<file path="config.mk">
export PLATFORM = sky130hd
export DESIGN_NAME = ddr_adc_capture
export DESIGN_NICKNAME = d
export VERILOG_FILES = /design/src/rtl/ddr_cap_pkg.sv /design/src/rtl/ddr_lane_capture.sv /design/src/rtl/ddr_word_merge.sv /design/src/rtl/ddr_sample_fifo.sv /design/src/rtl/ddr_adc_capture.sv
export SDC_FILE = /design/constraint.sdc
export NUM_CORES = 1
export LEC_CHECK = 0
export BUFFER_PORTS_ARGS = -buffer_cell sky130_fd_sc_hd__clkbuf_2
export CORE_ASPECT_RATIO = 0.6
export CORE_UTILIZATION = 40
export CTS_BUF_LIST = sky130_fd_sc_hd__clkbuf_8
export CTS_CLUSTER_SIZE = 10
export DETAILED_ROUTE_END_ITERATION = 16
export PLACE_DENSITY_LB_ADDON = 0.25
export SLEW_MARGIN = 20
export SYNTH_ARGS = -nofsm -noshare
export SYNTH_HDL_FRONTEND = slang
export SYNTH_SLANG_ARGS = --single-unit
</file>
<file path="constraint.sdc">
create_clock -name clk_i -period 4.2 [get_ports clk_i]
set_input_delay 0.63 -clock clk_i [delete_from_list [all_inputs] [get_ports clk_i]]
set_output_delay 0.63 -clock clk_i [all_outputs]
set_load 0.05 [all_outputs]
</file>
<file path="src/rtl/ddr_cap_pkg.sv">
package ddr_cap_pkg;
  localparam int unsigned LANES_DEF = 8;
  localparam int unsigned DEPTH_DEF = 16;

  typedef enum logic {
    MAP_NORMAL  = 1'b0,
    MAP_SWAPPED = 1'b1
  } bit_map_e;
endpackage

</file>
<file path="src/rtl/ddr_lane_capture.sv">
module ddr_lane_capture #(
  parameter int unsigned LANES = 8
) (
  input  logic             clk_i,
  input  logic             rst_ni,
  input  logic [LANES-1:0] lane_i,
  output logic [LANES-1:0] rise_o,
  output logic [LANES-1:0] fall_o,
  output logic             pair_v_o
);
  logic [LANES-1:0] rise_q, rise_d, fall_q, fall_rq;
  logic             rise_v, fall_v, pair_v;

  always_ff @(posedge clk_i or negedge rst_ni) begin
    if (!rst_ni) begin
      rise_q  <= '0;
      rise_d  <= '0;
      fall_rq <= '0;
      rise_v  <= 1'b0;
      pair_v  <= 1'b0;
    end else begin
      rise_q  <= lane_i;
      rise_d  <= rise_q;   // hold rising half one cycle to meet its falling partner
      fall_rq <= fall_q;   // move falling half onto the rising edge
      rise_v  <= 1'b1;
      pair_v  <= fall_v;
    end
  end

  // falling half is valid only if its rising partner was captured after reset
  always_ff @(negedge clk_i or negedge rst_ni) begin
    if (!rst_ni) begin
      fall_q <= '0;
      fall_v <= 1'b0;
    end else begin
      fall_q <= lane_i;
      fall_v <= rise_v;
    end
  end

  assign rise_o   = rise_d;
  assign fall_o   = fall_rq;
  assign pair_v_o = pair_v;
endmodule

</file>
<file path="src/rtl/ddr_word_merge.sv">
module ddr_word_merge
  import ddr_cap_pkg::*;
#(
  parameter int unsigned LANES = 8,
  localparam int unsigned WIDTH = 2 * LANES
) (
  input  logic [LANES-1:0] rise_i,
  input  logic [LANES-1:0] fall_i,
  input  bit_map_e         map_i,
  output logic [WIDTH-1:0] word_o
);
  for (genvar i = 0; i < LANES; i++) begin : g_pair
    always_comb begin
      if (map_i == MAP_SWAPPED) begin
        word_o[2*i+1] = fall_i[i];
        word_o[2*i]   = rise_i[i];
      end else begin
        word_o[2*i+1] = rise_i[i];
        word_o[2*i]   = fall_i[i];
      end
    end
  end
endmodule

</file>
<file path="src/rtl/ddr_sample_fifo.sv">
module ddr_sample_fifo #(
  parameter int unsigned WIDTH = 16,
  parameter int unsigned DEPTH = 16,
  localparam int unsigned AW = $clog2(DEPTH)
) (
  input  logic             clk_i,
  input  logic             rst_ni,
  input  logic             wr_valid_i,
  input  logic [WIDTH-1:0] wr_data_i,
  input  logic             rd_ready_i,
  output logic             rd_valid_o,
  output logic [WIDTH-1:0] rd_data_o,
  output logic             empty_o,
  output logic             full_o,
  output logic             drop_o
);
  logic [WIDTH-1:0] mem_q [DEPTH];
  logic [AW:0]      wr_ptr_q, rd_ptr_q;
  logic             push, pop;

  assign empty_o = (wr_ptr_q == rd_ptr_q);
  assign full_o  = (wr_ptr_q[AW] != rd_ptr_q[AW]) &&
                   (wr_ptr_q[AW-1:0] == rd_ptr_q[AW-1:0]);
  // full blocks the write even when a read frees a slot this edge
  assign push    = wr_valid_i && !full_o;
  assign drop_o  = wr_valid_i && full_o;
  assign pop     = rd_ready_i && !empty_o;

  always_ff @(posedge clk_i or negedge rst_ni) begin
    if (!rst_ni) begin
      wr_ptr_q <= '0;
      rd_ptr_q <= '0;
    end else begin
      if (push) wr_ptr_q <= wr_ptr_q + 1'b1;
      if (pop)  rd_ptr_q <= rd_ptr_q + 1'b1;
    end
  end

  always_ff @(posedge clk_i) begin
    if (push) mem_q[wr_ptr_q[AW-1:0]] <= wr_data_i;
  end

  assign rd_valid_o = !empty_o;
  assign rd_data_o  = mem_q[rd_ptr_q[AW-1:0]];
endmodule

</file>
<file path="src/rtl/ddr_adc_capture.sv">
module ddr_adc_capture
  import ddr_cap_pkg::*;
#(
  parameter int unsigned LANES = LANES_DEF,
  parameter int unsigned DEPTH = DEPTH_DEF,
  localparam int unsigned WIDTH = 2 * LANES
) (
  input  logic             clk_i,
  input  logic             rst_ni,
  input  logic [LANES-1:0] lane_i,
  input  logic             swap_en_i,
  input  logic             ovf_clr_i,
  input  logic             rd_ready_i,
  output logic             rd_valid_o,
  output logic [WIDTH-1:0] rd_data_o,
  output logic             empty_o,
  output logic             full_o,
  output logic             overflow_o
);
  logic [LANES-1:0] rise_w, fall_w;
  logic             pair_v;
  logic [WIDTH-1:0] word_w;
  logic             drop_w;
  logic             ovf_q;
  bit_map_e         map_w;

  assign map_w = swap_en_i ? MAP_SWAPPED : MAP_NORMAL;

  ddr_lane_capture #(.LANES(LANES)) i_capture (
    .clk_i    (clk_i),
    .rst_ni   (rst_ni),
    .lane_i   (lane_i),
    .rise_o   (rise_w),
    .fall_o   (fall_w),
    .pair_v_o (pair_v)
  );

  ddr_word_merge #(.LANES(LANES)) i_merge (
    .rise_i (rise_w),
    .fall_i (fall_w),
    .map_i  (map_w),
    .word_o (word_w)
  );

  ddr_sample_fifo #(.WIDTH(WIDTH), .DEPTH(DEPTH)) i_fifo (
    .clk_i      (clk_i),
    .rst_ni     (rst_ni),
    .wr_valid_i (pair_v),
    .wr_data_i  (word_w),
    .rd_ready_i (rd_ready_i),
    .rd_valid_o (rd_valid_o),
    .rd_data_o  (rd_data_o),
    .empty_o    (empty_o),
    .full_o     (full_o),
    .drop_o     (drop_w)
  );

  // set has priority over clear
  always_ff @(posedge clk_i or negedge rst_ni) begin
    if (!rst_ni)        ovf_q <= 1'b0;
    else if (drop_w)    ovf_q <= 1'b1;
    else if (ovf_clr_i) ovf_q <= 1'b0;
  end

  assign overflow_o = ovf_q;
endmodule

</file>
Word-level counts from Yosys, hierarchy flattened
Memories as Yosys holds them, arrays and structs flattened.
Index checks and enable logic that the tools add are counted.
W data, S select, Z words.
- bits in registers: 46
- memory bits (writable): 256
- bits of input ports: 13
- output and inout port bits: 20
- memories kept: 1
- memories (name ; words ; bits a word ; rd ports ; clocked after memory_dff ; wr ports ; line ; text):
    i_fifo.mem_q ; 16 ; 16 ; 1 ; 0 ; 1 ; ddr_sample_fifo.sv:17 ; logic [WIDTH-1:0] mem_q [DEPTH];
- add/sub/neg operators: 2
- eq/ne operators: 3
- mux-type cells: 13
- reductions and logical operators: 7
- operators by type and width (kind ; count):
    $mux W2 ; 8
    $add A5 B1 Y5 const B ; 2
    $eq A5 B5 Y1 ; 1
    $mux W1 ; 5
    $eq A4 B4 Y1 ; 1
    $logic_and A1 B1 Y1 ; 4
    $logic_not A1 Y1 ; 2
    $reduce_bool A2 Y1 ; 1
    $ne A1 B1 Y1 ; 1

Depth between registers and ports, before layout
- word-level depth: 6
- gate-level depth with buffers: 7
- gate-level depth less buffers: 4

Cells and area by module
Synthesis repeated with hierarchy kept, for this count alone.
- cell total of the unflattened synthesis: 532
- area, all modules: 11489.8 µm²
- by module, submodules not included (module ; times used ; cells an instance ; area an instance (µm²) ; sequential area each (µm²)):
    ddr_sample_fifo ; 1 ; 475 ; 10324.9 ; 7937.6
    ddr_lane_capture ; 1 ; 36 ; 879.6 ; 875.8
    ddr_word_merge ; 1 ; 18 ; 249.0 ; 0.0
    ddr_adc_capture ; 1 ; 3 ; 36.3 ; 25.0

==> flow_summary.yaml <==
run_status:
  status: "complete, but fails checks"
  violations: "design-rule violations"
critical_path:
  crit_chain: "buf_12 -> mux4_2 -> o22ai_1 -> nor2_1 -> clkbuf_2"
  r2r-end: "i_capture.fall_v"
  crit_required_ns: 3.57
  cp-start-kind: "register"
  critical_path.startpoint: "i_fifo.rd_ptr_q[1]"
  rr_startpoint: "i_capture.rise_v"
  path_max_fanout: 35
  cp.buffers_inverters: 2
  critPathTopFamily: "flip-flops"
  cp_slowest_cell: "dfrtp_4"
  critical_path_class: "reg2out"
  worst-r2r-cell-count: 0
  critPathCapture: "rd_data_o[13]"
  crit_path_end_kind: "primary output"
  critPathMaxStageDelay_ns: 0.85
  path_depth: 5
  arrival_ns: 2.83
  r2r_setup_slack_ns: 1.57
synthesis:
  synth_top_family_by_area: "multiplexers"
  synth_nets: 548
  synth_edf_count: 256
  yosysMostFrequentCell: "edfxtp_1"
  synth-seq-cells: 302
  synthTopCellsByArea: "edfxtp_1 (67%), mux4_2 (13%), dfrtp_1 (8.1%), dfrtn_1 (2.0%), mux2_2 (1.8%)"
  synth_xor_area_frac: 0.0105
  ys_warn_count: 0
  synth_commonest_cells: "edfxtp_1 (256), mux4_2 (64), dfrtp_1 (37)"
  synth.area.mux_share: 0.145
  synth.distinct_cells: 36
  syn_inst: 530
  synth-seq-area-share: 0.773
  synth_compound_gate_area_share: 0.0254
  synth_fa_ha_area_frac: 0.00547
  synth_top_cell_area_share: 0.673
  synth_largest_area_cell: "edfxtp_1"
  synth.avg_cell_area_um2: 21.6
  synthFlopType: "edfxtp_1"
  synthesis.area_mm2: 0.0114
  async_flop_share: 0.152
  yosys.area_share.simple: 0.0215
global_routing:
  gr-total-overflow: 0
  antenna_found_initial: 1
  grt_pass1_wl_um: 36200
  grt_max_degree: 36
  gr-usage-all-layers: 0.174
  grt_pass1_vias: 5784
power_and_ir_drop:
  finalPower_mw: 9.31
  leakage_nw: 4.42
  ir_worst_vdd_mv: 0.284
  internal_power_mw: 6.05
  power_density_mw_per_mm2: 711
  p_switching_mw: 3.26
  comb_power_share: 0.318
  switching_share: 0.350
  p_clk_frac: 0.263
  power_frac_seq: 0.419
clock_network:
  clkSinkCount: 302
  holdBufCountCts: 0
  cts_resized: 0
  clock_path_buffers: 3
  h-tree-depth: 2
  clockRootBuffer: "clkbuf_8"
  cts_tree: "yes"
  clk_latency_ns: 0.56
  cts_made_buffers: 45
  path_clk_slew_ns: 0.06
  cts_setup_buffers: 0
floorplanning:
  die-width_um: 220
  core_mm2: 0.0278
  floorplan.initialDensity: 0.411
  die_y_um: 133
  die_area_mm2: 0.0293
  fp-row-count: 47
  io_pins: 33
routing:
  vias: 5303
  drt_wl_total_um: 23900
  via_per_inst: 5.25
  drt_iter0_drc: 393
  antenna_left: 0
  dr.pass1.iters: 11
  wire_per_inst_um: 23.6
  drcViolationCount: 1
sta:
  setup_tns_ns: 0
  max_clock_freq_ghz: 0.289
  layout_setup_ws_ns: 0.737
  period_minus_slack_ns: 3.46
  drv_slew: 0
  worst_pin_slew_ns: 0.685
  finalClockSkew_ns: 0.0331
  slew_headroom: 0.543
  min_period_over_period: 0.825
  setup_viol: 0
  hold_viol: 0
  rsz0062_at_grt: "false"
finish:
  syn_to_final_growth_pct: 14.5
  drive_gt1_frac: 0.359
  nNetsFinal: 626
  final_util: 0.470
  antennaDiodeCount: 0
placement:
  place_ws_ns: 1.03
  gp_congestion: 0.770
  port_buffers: 32
  post-dp-hpwl_um: 14000
hold_path:
  min_path_type: "in2async"
flow_run:
  drv_cap: 0
[placed cells by master, fill, tap and decap left out, types with 3 or more instances in the layout]
master and count:
ha_1 5, nor3_2 10, edfxtp_1 256, clkinv_1 6, xnor2_1 9, dfrtn_1 9, clkinv_2 7, nand2b_1 4
nor4_2 3, clkbuf_8 53, mux4_2 64, nand2_1 7, nor2_1 19, dfrtp_1 35, inv_1 17, mux2_2 18
o22ai_1 32, clkbuf_2 32, bufinv_16 3, buf_4 27, o211ai_1 3
[power by group through the flow]
stage	sequential (mW)	clock, mW	combinational, mW
after global placement	3.96	0	2.95
after detailed placement	3.98	0	3.00
after floorplan	3.76	0	2.40
after CTS	3.91	2.52	3.01
final	3.90	2.45	2.96
after global routing	3.95	2.65	3.16
[layer usage]
metal,wire length [µm],global-route usage
met1,10700,0.255
met2,10800,0.260
met3,2010,0.0414
met4,352,0.0456
met5,0,0
[state kept, by name, indices dropped and copies added, names as in the netlist, 5 cells and up]
signal and flops:
i_capture.rise_o 8, i_capture.rise_q 8, i_capture.fall_o 8, i_fifo.mem_q 256, i_fifo.rd_ptr_q 5, i_capture.fall_q 8
i_fifo.wr_ptr_q 5
[cell families after synthesis]
kind of cell,after synthesis
adders and majority gates,5
muxes,83
DFF,302
other,1
buffers and inverters,33
AOI/OAI and AO/OA,42
and+or+nand+nor,52
xor gates and xnor gates,12
[layout make-up]
cell class              count  area [µm²]
flip-flops and latches    302        8840
multi-input cells         195        2450
clock buffers              53         729
repair buffers             60         383
fillers                  2351       14700
well taps                 367         459
clock inverters            30         204
inverters                   4        15.0
[worst min path at each step]
stage / start / slack (ns) / endpoint
finish: rst_ni / 0.10 / i_capture.rise_q[4]
global placement: i_capture.rise_q[3] / 0.33 / i_capture.rise_o[3]
floorplan: rst_ni / 0.33 / i_capture.fall_o[0]
detailed placement: i_capture.rise_q[3] / 0.33 / i_capture.rise_o[3]
global route: rst_ni / 0.13 / i_capture.rise_q[6]
CTS: rst_ni / 0.08 / i_capture.rise_q[6]
[stage by stage]
step / hold WS (ns) / std cells / instance area [µm²]
CTS: 0.0782 / 1011 / 13100
global placement: 0.332 / 928 / 12200
floorplan: 0.331 / 530 / 11400
detailed placement: 0.335 / 928 / 12200
global route: 0.129 / 1011 / 13100
finish: 0.102 / 1011 / 13100
Note: power is estimated with default switching activity, not from simulation.
